## src/rtl/flash_cmd_pkg.sv

```systemverilog
package flash_cmd_pkg;
  localparam int BYTE_W   = 8;
  localparam int WORD_W   = 32;
  localparam int MAX_DATA = 8;
  localparam int IDX_W    = $clog2(MAX_DATA);
  localparam int ADDR_MAX = WORD_W / BYTE_W;

  typedef enum logic [2:0] {PH_IDLE, PH_OPC, PH_ADDR, PH_WR, PH_RD} phase_e;

  typedef struct packed {
    logic [BYTE_W-1:0] opcode;
    logic              rd_en;
    logic [2:0]        rd_last;
    logic              addr_en;
    logic [1:0]        addr_last;
    logic              wr_en;
    logic [2:0]        wr_last;
  } cmd_t;

  function automatic cmd_t decode_cmd(logic [WORD_W-1:0] w);
    cmd_t c;
    c.opcode    = w[31:24];
    c.rd_en     = w[23];
    c.rd_last   = w[22:20];
    c.addr_en   = w[19];
    c.addr_last = w[17:16];
    c.wr_en     = w[15];
    c.wr_last   = w[14:12];
    return c;
  endfunction

  function automatic phase_e next_phase(phase_e cur, cmd_t c);
    phase_e n;
    n = PH_IDLE;
    unique case (cur)
      PH_OPC:  n = c.addr_en ? PH_ADDR : c.wr_en ? PH_WR : c.rd_en ? PH_RD : PH_IDLE;
      PH_ADDR: n = c.wr_en ? PH_WR : c.rd_en ? PH_RD : PH_IDLE;
      PH_WR:   n = c.rd_en ? PH_RD : PH_IDLE;
      default: n = PH_IDLE;
    endcase
    return n;
  endfunction
endpackage

```

## src/rtl/fcx_sequencer.sv

```systemverilog
module fcx_sequencer
  import flash_cmd_pkg::*;
(
  input  logic              clk_i,
  input  logic              rst_ni,
  input  logic              start_i,
  input  logic [WORD_W-1:0] cmd_word_i,
  input  logic              ack_i,
  output cmd_t              cmd_o,
  output phase_e            phase_o,
  output logic [IDX_W-1:0]  idx_o,
  output logic              busy_o
);
  cmd_t             cmd_q;
  phase_e           phase_q;
  logic [IDX_W-1:0] idx_q;
  logic             last;

  always_comb begin
    unique case (phase_q)
      PH_OPC:  last = 1'b1;
      PH_ADDR: last = (idx_q == IDX_W'(cmd_q.addr_last));
      PH_WR:   last = (idx_q == cmd_q.wr_last);
      PH_RD:   last = (idx_q == cmd_q.rd_last);
      default: last = 1'b0;
    endcase
  end

  always_ff @(posedge clk_i or negedge rst_ni) begin
    if (!rst_ni) begin
      cmd_q   <= '0;
      phase_q <= PH_IDLE;
      idx_q   <= '0;
    end else if (start_i) begin
      cmd_q   <= decode_cmd(cmd_word_i);
      phase_q <= PH_OPC;
      idx_q   <= '0;
    end else if (phase_q != PH_IDLE && ack_i) begin
      if (last) begin
        phase_q <= next_phase(phase_q, cmd_q);
        idx_q   <= '0;
      end else begin
        idx_q <= idx_q + 1'b1;
      end
    end
  end

  assign cmd_o   = cmd_q;
  assign phase_o = phase_q;
  assign idx_o   = idx_q;
  assign busy_o  = (phase_q != PH_IDLE);

  assert_start_R1: assert property (@(posedge clk_i) disable iff (!rst_ni)
    start_i |=> (busy_o && phase_q == PH_OPC && idx_q == '0));
  assert_wr_index_R5: assert property (@(posedge clk_i) disable iff (!rst_ni)
    (phase_q == PH_WR) |-> (cmd_q.wr_en && idx_q <= cmd_q.wr_last));
  assert_rd_index_R6: assert property (@(posedge clk_i) disable iff (!rst_ni)
    (phase_q == PH_RD) |-> (cmd_q.rd_en && idx_q <= cmd_q.rd_last));
endmodule

```

## src/rtl/fcx_tx_mux.sv

```systemverilog
module fcx_tx_mux
  import flash_cmd_pkg::*;
(
  input  logic              clk_i,
  input  logic              rst_ni,
  input  logic              start_i,
  input  logic [WORD_W-1:0] addr_i,
  input  logic [WORD_W-1:0] wdata_lo_i,
  input  logic [WORD_W-1:0] wdata_hi_i,
  input  cmd_t              cmd_i,
  input  phase_e            phase_i,
  input  logic [IDX_W-1:0]  idx_i,
  output logic [BYTE_W-1:0] tx_o
);
  logic [ADDR_MAX-1:0][BYTE_W-1:0] addr_q;
  logic [MAX_DATA-1:0][BYTE_W-1:0] wbuf_q;
  logic [1:0]                      addr_sel;

  // operands are frozen at start so software may reload them mid-command
  always_ff @(posedge clk_i or negedge rst_ni) begin
    if (!rst_ni) begin
      addr_q <= '0;
      wbuf_q <= '0;
    end else if (start_i) begin
      addr_q <= addr_i;
      wbuf_q <= {wdata_hi_i, wdata_lo_i};
    end
  end

  assign addr_sel = cmd_i.addr_last - idx_i[1:0];

  always_comb begin
    unique case (phase_i)
      PH_OPC:  tx_o = cmd_i.opcode;
      PH_ADDR: tx_o = addr_q[addr_sel];
      PH_WR:   tx_o = wbuf_q[idx_i];
      default: tx_o = '0;
    endcase
  end
endmodule

```

## src/rtl/fcx_rx_capture.sv

```systemverilog
module fcx_rx_capture
  import flash_cmd_pkg::*;
(
  input  logic              clk_i,
  input  logic              rst_ni,
  input  logic              capture_i,
  input  logic [IDX_W-1:0]  idx_i,
  input  logic [BYTE_W-1:0] rx_i,
  output logic [WORD_W-1:0] rdata_lo_o,
  output logic [WORD_W-1:0] rdata_hi_o
);
  logic [MAX_DATA-1:0][BYTE_W-1:0] rbuf_q;

  for (genvar g = 0; g < MAX_DATA; g++) begin : g_byte
    always_ff @(posedge clk_i or negedge rst_ni) begin
      if (!rst_ni) rbuf_q[g] <= '0;
      else if (capture_i && idx_i == IDX_W'(g)) rbuf_q[g] <= rx_i;
    end
  end

  assign {rdata_hi_o, rdata_lo_o} = rbuf_q;

  assert_untouched_R7: assert property (@(posedge clk_i) disable iff (!rst_ni)
    !capture_i |=> $stable(rbuf_q));
  assert_single_byte_R6: assert property (@(posedge clk_i) disable iff (!rst_ni)
    capture_i |=> ($countones(rbuf_q ^ $past(rbuf_q)) <= BYTE_W));
endmodule

```

## src/rtl/flash_cmd_exec.sv

```systemverilog
module flash_cmd_exec
  import flash_cmd_pkg::*;
(
  input  logic        clk_i,
  input  logic        rst_ni,
  input  logic        cmd_we_i,
  input  logic [31:0] cmd_wdata_i,
  input  logic [31:0] addr_i,
  input  logic [31:0] wdata_lo_i,
  input  logic [31:0] wdata_hi_i,
  output logic        busy_o,
  output logic [31:0] rdata_lo_o,
  output logic [31:0] rdata_hi_o,
  output logic        xfer_req_o,
  output logic        xfer_rd_o,
  output logic [7:0]  xfer_tx_o,
  input  logic        xfer_ack_i,
  input  logic [7:0]  xfer_rx_i
);
  cmd_t             cmd_q;
  phase_e           phase;
  logic [IDX_W-1:0] idx;
  logic             busy;
  logic             start;

  assign start = cmd_we_i && cmd_wdata_i[0] && !busy;

  fcx_sequencer u_seq (
    .clk_i     (clk_i),
    .rst_ni    (rst_ni),
    .start_i   (start),
    .cmd_word_i(cmd_wdata_i),
    .ack_i     (xfer_ack_i),
    .cmd_o     (cmd_q),
    .phase_o   (phase),
    .idx_o     (idx),
    .busy_o    (busy)
  );

  fcx_tx_mux u_tx (
    .clk_i     (clk_i),
    .rst_ni    (rst_ni),
    .start_i   (start),
    .addr_i    (addr_i),
    .wdata_lo_i(wdata_lo_i),
    .wdata_hi_i(wdata_hi_i),
    .cmd_i     (cmd_q),
    .phase_i   (phase),
    .idx_i     (idx),
    .tx_o      (xfer_tx_o)
  );

  fcx_rx_capture u_rx (
    .clk_i     (clk_i),
    .rst_ni    (rst_ni),
    .capture_i (phase == PH_RD && xfer_ack_i),
    .idx_i     (idx),
    .rx_i      (xfer_rx_i),
    .rdata_lo_o(rdata_lo_o),
    .rdata_hi_o(rdata_hi_o)
  );

  assign busy_o     = busy;
  assign xfer_req_o = busy;
  assign xfer_rd_o  = (phase == PH_RD);

  assert_hold_R11: assert property (@(posedge clk_i) disable iff (!rst_ni)
    (xfer_req_o && !xfer_ack_i) |=>
      (xfer_req_o && $stable(xfer_tx_o) && $stable(xfer_rd_o)));
  assert_ignore_busy_R8: assert property (@(posedge clk_i) disable iff (!rst_ni)
    (busy_o && cmd_we_i) |=> $stable(cmd_q));
  assert_end_on_ack_R9: assert property (@(posedge clk_i) disable iff (!rst_ni)
    $fell(busy_o) |-> $past(xfer_ack_i));
  assert_no_exec_R1: assert property (@(posedge clk_i) disable iff (!rst_ni)
    (!busy_o && !(cmd_we_i && cmd_wdata_i[0])) |=> !busy_o);
endmodule

```

## config.mk

```make
export PLATFORM = sky130hd
export DESIGN_NAME = flash_cmd_exec
export DESIGN_NICKNAME = d
export VERILOG_FILES = /design/src/rtl/flash_cmd_pkg.sv /design/src/rtl/fcx_sequencer.sv /design/src/rtl/fcx_tx_mux.sv /design/src/rtl/fcx_rx_capture.sv /design/src/rtl/flash_cmd_exec.sv
export SDC_FILE = /design/constraint.sdc
export NUM_CORES = 1
export LEC_CHECK = 0
export BUFFER_PORTS_ARGS = -buffer_cell sky130_fd_sc_hd__buf_2
export CAP_MARGIN = 20
export CORE_MARGIN = 5
export CORE_UTILIZATION = 53
export DETAILED_ROUTE_END_ITERATION = 16
export GPL_TIMING_DRIVEN = 0
export MAX_ROUTING_LAYER = met4
export PLACE_DENSITY_LB_ADDON = 0.15
export SLEW_MARGIN = 10
export SYNTH_ARGS = -nofsm -noshare
export SYNTH_HDL_FRONTEND = slang
export SYNTH_SLANG_ARGS = --single-unit
```

## constraint.sdc

```tcl
create_clock -name clk_i -period 3.03 [get_ports clk_i]
set_clock_uncertainty 0.2 [all_clocks]
set_input_delay 0.303 -clock clk_i [delete_from_list [all_inputs] [get_ports clk_i]]
set_output_delay 0.303 -clock clk_i [all_outputs]
set_load 0.02 [all_outputs]
```

==> results.cfg <==
[outcome]
status = completed

[global_route]
antenna_found_initial = 1
track_usage = 0.2639
grt_overflow_total = 0
first_global_vias = 6666
grt_max_degree = 114
grt_pass1_wl_mm = 35.54

[clocking]
clock_sinks = 185
cts_tree = done
cts-root-buf = clkbuf_16
cts-buffers-inserted = 17
clockBufferDepth = 2
clock_latency_ns = 0.43
clk_pin_slew_worst_paths_ns = 0.07
h-tree-depth = 4

[sta]
period_needed_ns = 2.902
worst_pin_slew_ns = 0.6993
setup_violations = 0
slew_violations = 0
slew_headroom = 0.5338
fin_setup_tns_ns = 0
hold_slack_ns = 0.01656
hold_viol = 0
fmax_mhz = 344.5
period_share = 0.9579
rsz0062_at_grt = false

[power_and_ir_drop]
swShare = 0.3435
combPwrFrac = 0.411
p_leak_nw = 5.540
clkPwrFrac = 0.209
cellPowerDensity_nw_per_um2 = 906.9
intPower_w = 0.006735
peakVddDrop_mv = 0.5084
netSwitchingPower_w = 0.003524
power_frac_seq = 0.381

[critical_path]
rrSetupSlack_ns = 0.47
crit_type = reg -> out
worstRegToRegCells = 7
critPathLaunchType = flop
reg2reg_from = u_seq.phase_o[0]
cp_max_fo = 8
crit_path_end_kind = output pin
timing.rr.end = u_seq.phase_o[2]
critPathRequiredTime_ns = 2.53
critical_path_arrival_ns = 2.40

[yosys]
synthesis.area_um2 = 8180
seq_area_frac_synth = 0.5659
synth-compound-area-share = 0.03931
synth_area_leaders = dfrtp_1, mux2_2, mux4_2
synth_cell_types = 44
synth_top_area_share = 0.5659
synth_nets = 707
synthFlopType = dfrtp_1
yosysMostFrequentCell = dfrtp_1
synth-adder-area-share = 0.01071
synth_xor_area_frac = 0.004283
muxShareOfSynthArea = 0.3165
synth_seq_cells = 185
yosysTopAreaCell = dfrtp_1
synth-simple-area-share = 0.04114
synth_edf_count = 0
syn_area_per_cell_um2 = 14.61
syn_inst = 560
synth_top_family_by_area = multiplexers
synth_common_cells = dfrtp_1, mux2_2, nand2_1
synth_warnings = 0
async_reset_ff_frac = 1.000

[placement]
port_buffers = 201
placed_area_um2 = 9459
hpwl_mm = 14.60
dp.cells = 950
gp_congestion = 0.8264

[cells_and_area]
stdcell_area_um2 = 11310
n_fill_cell = 967
final_nets = 1048
syn2layout_area_growth_pct = 38.28
stdcell_count = 1103
layout-drive-gt1-share = 0.4967

[die]
core_area_um2 = 15150
rows = 45
die_w_um = 134.2
fp.dieArea_um2 = 18020
io_pins = 215
start_util = 0.5401
dieHeight_um = 134.2

[drt]
wl_mm = 22.25
avgViaCountPerCell = 5.510
dr.first_iter.drc_count = 288
routedWlPerCell_um = 20.17
dr.pass1.iters = 4
drc_errors = 0
ant_nets = 0
vias = 6077

[flow_run]
max_cap_viol_count = 0

[hold_path]
hold_path.class = in -> reg
holdPathStages = 2
min_from = xfer_rx_i[7]
hold-path-endpoint = u_rx.rdata_lo_o[15]
[worst max-delay path: stages (launching register included)]
cell,delay [ns]
dfrtp_2,0.47
ha_2,0.56
mux4_2,0.55
nand2_1,0.08
o21ai_0,0.11
buf_2,0.20
[state kept, by name, indices dropped and copies added, names as in the netlist]
signal / flops
u_rx.rdata_lo_o: 32
u_tx.wbuf_q: 64
u_rx.rdata_hi_o: 32
u_seq.cmd_o: 19
u_tx.addr_q: 32
u_seq.phase_o: 3
u_seq.idx_o: 3
[worst max path at each step]
stage	startpoint	end	slack, ns	cells past startpoint
after floorplan	u_seq.idx_o[0]	xfer_tx_o[0]	0.57	5
after global placement	rst_ni	u_tx.addr_q[11]	-1.26	1
after detailed placement	u_seq.idx_o[1]	xfer_tx_o[7]	0.003	7
after CTS	u_seq.idx_o[1]	xfer_tx_o[7]	0.02	7
after global routing	u_seq.idx_o[1]	xfer_tx_o[1]	0.002	8
final	u_seq.idx_o[0]	xfer_tx_o[1]	0.13	5
[kinds of logic (layout without fill, tap and decap cells)]
| family | Yosys count | after routing |
|---|---|---|
| muxes | 206 | 206 |
| DFF | 185 | 185 |
| and+or+nand+nor | 70 | 70 |
| AOI/OAI and AO/OA | 49 | 49 |
| buffers and inverters | 39 | 393 |
| adders and majority gates | 7 | 7 |
| xor gates and xnor gates | 4 | 4 |
| other | 0 | 1 |
[per-layer routing]
layer | vias up | GRT usage | part of all wire
li1 | 2725 | - | -
met1 | 3065 | 0.3173 | 0.41
met2 | 230 | 0.4427 | 0.51
met3 | 57 | 0.05139 | 0.050
met4 | 0 | 0.1024 | 0.033
met5 | - | - | 0
[stage by stage]
stage	setup slack [ns]	total power [W]	util
after floorplan	0.5693	0.006576	-
after global placement	-1.261	0.007600	0.6221
after detailed placement	0.003024	0.007785	0.6245
after CTS	0.01502	0.01014	0.7438
after global routing	0.001694	0.01083	0.7469
final	0.1276	0.01026	0.7469
[layout by cell type, fill, tap and decap left out, types with 4 or more instances in the layout]
cell type,n
buf_2,208
dfrtp_1,184
mux2_2,169
dlygate4sd3_1,120
nand2_1,38
mux4_2,24
o21ai_0,21
clkbuf_16,17
clkbuf_1,13
mux2_1,12
nand3_1,11
a21oi_1,7
inv_1,6
ha_1,6
buf_6,4
nor2_1,4
clkinv_2,4
inv_6,4
[timing repair]
| action | CTS | global route |
|---|---|---|
| setup endpoints to repair | 8 | 8 |
| hold buffers | 120 | 0 |
| setup buffers | 0 | 1 |
| pin swaps | 1 | 1 |
| hold endpoints to repair | 210 | 0 |
| resized for setup | 13 | 8 |
[final cells by class]
| class | instances | area (um^2) | share of cell area |
|---|---|---|---|
| antenna | 1 | 2.502 | 0.0002212 |
| buffer | 31 | 173.9 | 0.01537 |
| clock buffer | 19 | 452.9 | 0.04004 |
| clock inverter | 13 | 116.4 | 0.01029 |
| inverter | 7 | 26.28 | 0.002323 |
| multi-input combinational | 336 | 3410 | 0.3014 |
| sequential | 185 | 4631 | 0.4094 |
| tap | 188 | 235.2 | 0.02079 |
| timing repair buffer | 323 | 2265 | 0.2002 |
[power groups by stage]
stage	logic, W	registers [W]	clock network, W
after global routing	0.00455	0.00400	0.00229
final	0.00421	0.00391	0.00214
after detailed placement	0.00387	0.00391	0
after global placement	0.00377	0.00383	0
after CTS	0.00409	0.00387	0.00218
after floorplan	0.00273	0.00384	0
No activity file was read; power rests on OpenSTA's default activity.
